===== src/rtl/ras_pkg.sv =====
package ras_pkg;

  // Effective stack operation for one cycle.
  typedef enum logic [1:0] {
    OP_IDLE = 2'd0,
    OP_PUSH = 2'd1,
    OP_POP  = 2'd2,
    OP_SWAP = 2'd3
  } ras_op_e;

  // A pop only counts when the stack holds something.
  function automatic ras_op_e decode_op(input logic call, input logic pop_ok);
    ras_op_e op;
    case ({call, pop_ok})
      2'b10:   op = OP_PUSH;
      2'b01:   op = OP_POP;
      2'b11:   op = OP_SWAP;
      default: op = OP_IDLE;
    endcase
    return op;
  endfunction

endpackage


===== src/rtl/ras_tos_ctrl.sv =====
module ras_tos_ctrl #(
  parameter int DEPTH = 8,
  localparam int PTR_W = (DEPTH > 1) ? $clog2(DEPTH) : 1,
  localparam int CNT_W = $clog2(DEPTH + 1)
) (
  input  logic                 clk,
  input  logic                 rst_n,
  input  ras_pkg::ras_op_e     op,
  output logic [PTR_W-1:0]     tos_o,
  output logic [CNT_W-1:0]     depth_o,
  output logic [PTR_W-1:0]     wr_idx_o,
  output logic                 wr_en_o
);
  import ras_pkg::*;

  localparam logic [PTR_W-1:0] LAST_IDX = PTR_W'(DEPTH - 1);
  localparam logic [CNT_W-1:0] FULL_CNT = CNT_W'(DEPTH);

  function automatic logic [PTR_W-1:0] ptr_inc(input logic [PTR_W-1:0] p);
    return (p == LAST_IDX) ? '0 : p + 1'b1;
  endfunction

  function automatic logic [PTR_W-1:0] ptr_dec(input logic [PTR_W-1:0] p);
    return (p == '0) ? LAST_IDX : p - 1'b1;
  endfunction

  logic [PTR_W-1:0] tos_q, tos_d;
  logic [CNT_W-1:0] cnt_q, cnt_d;

  always_comb begin
    tos_d    = tos_q;
    cnt_d    = cnt_q;
    wr_en_o  = 1'b0;
    wr_idx_o = ptr_inc(tos_q);
    case (op)
      OP_PUSH: begin
        tos_d    = ptr_inc(tos_q);
        cnt_d    = (cnt_q == FULL_CNT) ? cnt_q : cnt_q + 1'b1;
        wr_en_o  = 1'b1;
        wr_idx_o = ptr_inc(tos_q);
      end
      OP_POP: begin
        tos_d = ptr_dec(tos_q);
        cnt_d = cnt_q - 1'b1;
      end
      OP_SWAP: begin
        wr_en_o  = 1'b1;
        wr_idx_o = tos_q;
      end
      default: ;
    endcase
  end

  always_ff @(posedge clk) begin
    if (!rst_n) begin
      tos_q <= LAST_IDX;
      cnt_q <= '0;
    end else begin
      tos_q <= tos_d;
      cnt_q <= cnt_d;
    end
  end

  assign tos_o   = tos_q;
  assign depth_o = cnt_q;

endmodule


===== src/rtl/ras_entry_file.sv =====
module ras_entry_file #(
  parameter int ADDR_W = 32,
  parameter int DEPTH  = 8,
  localparam int PTR_W = (DEPTH > 1) ? $clog2(DEPTH) : 1
) (
  input  logic              clk,
  input  logic              rst_n,
  input  logic              wr_en,
  input  logic [PTR_W-1:0]  wr_idx,
  input  logic [ADDR_W-1:0] wr_data,
  input  logic [PTR_W-1:0]  rd_idx,
  output logic [ADDR_W-1:0] rd_data
);

  logic [ADDR_W-1:0] slot_q [DEPTH];

  for (genvar g = 0; g < DEPTH; g++) begin : g_slot
    always_ff @(posedge clk) begin
      if (!rst_n) begin
        slot_q[g] <= '0;
      end else if (wr_en && (wr_idx == PTR_W'(g))) begin
        slot_q[g] <= wr_data;
      end
    end
  end

  assign rd_data = slot_q[rd_idx];

endmodule


===== src/rtl/ret_addr_stack.sv =====
module ret_addr_stack #(
  parameter int ADDR_W = 32,
  parameter int SIZE_W = 3,
  parameter int DEPTH  = 8
) (
  input  logic              clk,
  input  logic              rst_n,
  input  logic              call_i,
  input  logic              ret_i,
  input  logic [ADDR_W-1:0] fetch_pc_i,
  input  logic [SIZE_W-1:0] inst_size_i,
  output logic [ADDR_W-1:0] pred_target_o,
  output logic              pred_valid_o
);
  import ras_pkg::*;

  localparam int PTR_W = (DEPTH > 1) ? $clog2(DEPTH) : 1;
  localparam int CNT_W = $clog2(DEPTH + 1);

  function automatic logic [ADDR_W-1:0] next_seq(input logic [ADDR_W-1:0] pc,
                                                 input logic [SIZE_W-1:0] sz);
    return pc + ADDR_W'(sz);
  endfunction

  logic [PTR_W-1:0]  tos;
  logic [CNT_W-1:0]  depth;
  logic [PTR_W-1:0]  wr_idx;
  logic              wr_en;
  logic [ADDR_W-1:0] top_addr;
  logic [ADDR_W-1:0] push_addr;
  ras_op_e           op;

  // Named events for the checker.
  logic stack_empty, stack_full, pop_evt, underflow_evt, overflow_evt, swap_evt;

  assign stack_empty   = (depth == '0);
  assign stack_full    = (depth == CNT_W'(DEPTH));
  assign pop_evt       = ret_i && !stack_empty;
  assign underflow_evt = ret_i && stack_empty;
  assign op            = decode_op(call_i, pop_evt);
  assign overflow_evt  = (op == OP_PUSH) && stack_full;
  assign swap_evt      = (op == OP_SWAP);
  assign push_addr     = next_seq(fetch_pc_i, inst_size_i);

  ras_tos_ctrl #(.DEPTH(DEPTH)) u_tos (
    .clk      (clk),
    .rst_n    (rst_n),
    .op       (op),
    .tos_o    (tos),
    .depth_o  (depth),
    .wr_idx_o (wr_idx),
    .wr_en_o  (wr_en)
  );

  ras_entry_file #(.ADDR_W(ADDR_W), .DEPTH(DEPTH)) u_file (
    .clk     (clk),
    .rst_n   (rst_n),
    .wr_en   (wr_en),
    .wr_idx  (wr_idx),
    .wr_data (push_addr),
    .rd_idx  (tos),
    .rd_data (top_addr)
  );

  assign pred_valid_o  = pop_evt;
  assign pred_target_o = pop_evt ? top_addr : '0;

endmodule


===== config.mk =====
export PLATFORM = sky130hd
export DESIGN_NAME = ret_addr_stack
export DESIGN_NICKNAME = d
export VERILOG_FILES = /design/src/rtl/ras_pkg.sv /design/src/rtl/ras_tos_ctrl.sv /design/src/rtl/ras_entry_file.sv /design/src/rtl/ret_addr_stack.sv
export SDC_FILE = /design/constraint.sdc
export NUM_CORES = 1
export LEC_CHECK = 0
export BUFFER_PORTS_ARGS = -buffer_cell sky130_fd_sc_hd__buf_2
export CAP_MARGIN = 15
export CORE_MARGIN = 4
export CORE_UTILIZATION = 39
export DETAILED_ROUTE_END_ITERATION = 6
export PLACE_DENSITY = 0.56
export SLEW_MARGIN = 20
export SYNTH_ARGS = -nofsm -noshare
export SYNTH_HDL_FRONTEND = slang
export SYNTH_HIERARCHICAL = 1
export SYNTH_SLANG_ARGS = --single-unit

===== constraint.sdc =====
create_clock -name clk -period 10.2 [get_ports clk]
set_clock_uncertainty 0.1 [all_clocks]
set_input_delay 0.51 -clock clk [delete_from_list [all_inputs] [get_ports clk]]
set_output_delay 0.51 -clock clk [all_outputs]
set_load 0.01 [all_outputs]

==> results.yml <==
run_status:
  status: "finished, final reports clean"
floorplan:
  dieArea_um2: 36230
  start_util_pct: 39.65
  die_w_um: 190.3
  row_count: 66
  core_um2: 32700
  io_pins: 72
  die_y_um: 190.3
final_layout:
  layout_commonest_cell: "nor3_1"
  drive_gt1_share_pct: 21.18
  mostFrequentLayoutCells: "nor3_1 (267), edfxtp_1 (256), buf_2 (71)"
  fin_util_pct: 44.89
  fillCellCount: 3007
  layout.nets: 1026
  antennaDiodeCount: 0
  synthToLayoutAreaGrowth_pct: 13.20
placement:
  io_buffers: 71
  dp_hpwl_um: 19060
  pre_cts_ws_ps: 5514
  gp_congestion: 0.7349
logic_synthesis:
  avgSynthCellArea_um2: 13.87
  synth_flop_cell: "edfxtp_1"
  synth_area_um2: 12970
  ys_warn_count: 6
  synth_edf_count: 256
  ys_seq_elements: 263
  async_flop_share_pct: 0
  synthDistinctLibCells: 51
  syn-num-nets: 987
  seq_area_frac_synth_pct: 60.36
  synth_cells: 935
routing:
  drc: 0
  drt_pre_antenna_iters: 5
  ant_nets: 0
  avgViaCountPerCell: 5.610
  drt_iter0_markers: 610
  vias: 8067
  routed_wl_um: 32610
  wl_per_cell_um: 22.68
sta:
  fin_ws_ps: 6068
  period_share_pct: 40.51
  slew_viol_final: 0
  hold_violations: 0
  setup_violations: 0
  tightest_slew_ps: 1016
  post-route-min-period_ps: 4132
  rsz0062_at_grt: "false"
  setup-tns-final_ps: 0
  max_freq_mhz: 242.0
  maxSlewHeadroom_pct: 31.89
clock_network:
  cts_tree: "done"
  clkLatencyLatePin_ps: 530
  postCtsSetupRepairBufs: 0
  clockBufferDepth: 3
  cts-root-buf: "clkbuf_16"
  clk_pin_slew_ps: 60
  cts_buffers: 28
  htree_levels: 1
  cts_resized: 0
  cts.sinks: 263
  hold_buffers: 0
power:
  cellPowerDensity_nw_per_um2: 272.6
  p_int_w: 0.002560
  p_seq_share_pct: 39.2
  switchingPower_w: 0.001442
  power.share.switching_pct: 36.02
  p_leak_nw: 5.235
  pwr-share-comb_pct: 36.3
  pwr-share-clk_pct: 24.5
  max-vdd-ir-drop_mv: 0.2479
  power_w: 0.004002
global_routing:
  antenna_found_initial: 0
  grt_max_degree: 69
  grt_overflow: 0
  grtUsageTotal_pct: 17.80
  grt_pass1_wl_um: 49850
  grt_pass1_vias: 8103
setup_path:
  crit_required_ps: 10300
  critPathArrivalTime_ps: 4230
  worst_setup_path_start_kind: "flop"
  cp-end-kind: "flop"
  path_class: "flop to flop"
  crit_fanout: 34
min_path:
  hold_class: "input pin to flop"
job:
  maxCapViolCount: 0
[metal layers]
layer / routed length, um / GRT usage, % / up-vias
met4: 572 / 3.564 / 0
met2: 15450 / 29.31 / 213
met5: 0 / 0 / -
met1: 15180 / 25.96 / 4110
met3: 1408 / 1.886 / 36
li1: - / - / 3708
[logic make-up (layout without fill, tap and decap cells)]
kind of cell,after synthesis,in the layout,synth area share [%]
and+or+nand+nor,370,370,15.04
DFF,263,263,60.36
buffers and inverters,123,184,4.014
muxes,101,101,15.46
xor gates and xnor gates,33,33,2.229
AOI/OAI and AO/OA,32,32,1.582
adders and majority gates,13,13,1.312
[cell type report]
cell class,instances,area [um^2],share of cell area (%)
sequential,263,7834,53.37
multi-input combinational,549,4736,32.26
clock buffer,34,744.5,5.072
tap,442,553.0,3.767
timing repair buffer,91,518.0,3.529
inverter,41,153.9,1.048
clock inverter,18,140.1,0.9546
[sequential cells by signal (all words and copies together), names as in the netlist]
signal / flops
u_file/slot_q: 256
u_tos/depth_o: 4
u_tos/tos_o: 3
[critical path: stages (launching register included)]
cell and delay [ps]:
dfxtp_4 480, buf_4 500, inv_1 130, ha_1 330
mux2_2 200, nand2_2 410, buf_4 460, o21ai_4 650
buf_4 450
[Yosys cell counts, types with 2 or more instances]
| cell type | n | share of area [%] |
|---|---|---|
| or2_2 | 2 | 0.096 |
| nor2_1 | 8 | 0.23 |
| clkinv_1 | 32 | 0.93 |
| nand2_1 | 17 | 0.49 |
| mux2_2 | 34 | 3.0 |
| and2_1 | 34 | 1.6 |
| a21oi_1 | 3 | 0.12 |
| inv_1 | 9 | 0.26 |
| buf_6 | 7 | 0.61 |
| a21o_1 | 4 | 0.23 |
| o211ai_1 | 3 | 0.17 |
| mux2i_1 | 3 | 0.23 |
| nor2b_1 | 4 | 0.19 |
| nor3_1 | 267 | 10 |
| o21ai_0 | 15 | 0.58 |
| xnor2_1 | 14 | 0.95 |
| o41a_1 | 2 | 0.17 |
| mux4_1 | 40 | 8.1 |
| xor2_1 | 19 | 1.3 |
| edfxtp_1 | 256 | 59 |
| and4_1 | 2 | 0.14 |
| nand4_1 | 8 | 0.39 |
| ha_1 | 12 | 1.2 |
| nand2b_1 | 4 | 0.19 |
| and3_1 | 5 | 0.24 |
| mux4_2 | 24 | 4.2 |
| nand3_1 | 6 | 0.23 |
| dfxtp_1 | 7 | 1.1 |
| buf_1 | 18 | 0.52 |
| nor4_1 | 2 | 0.096 |
| clkbuf_1 | 54 | 1.6 |
[final timing paths]
check | from | endpoint | slack [ps] | cells after the start
setup / recovery | u_tos/tos_o[0] | u_file/slot_q[3][7] | 6070 | 8
hold / removal | rst_n | u_tos/tos_o[1] | 330 | 2
setup reg to reg | u_tos/tos_o[0] | u_file/slot_q[3][7] | 6070 | 8
hold reg to reg | u_tos/depth_o[2] | u_tos/depth_o[2] | 480 | 2
[power by group through the flow]
stage	registers [W]	clock network, W	logic [W]
final	0.00157	0.000979	0.00145
after global routing	0.00159	0.00104	0.00157
after CTS	0.00157	0.00100	0.00147
after detailed placement	0.00159	0	0.00146
after global placement	0.00159	0	0.00146
after floorplan	0.00156	0	0.00103
[stage by stage]
stage	area, um^2	std cells	hold WS [ps]
final	14680	1438	328.4
after global routing	14680	1438	344.4
after CTS	14660	1437	312.1
after detailed placement	13770	1385	467.3
after global placement	13770	1385	456.8
after floorplan	12970	935	408.6
(Power assumes the default switching activity.)
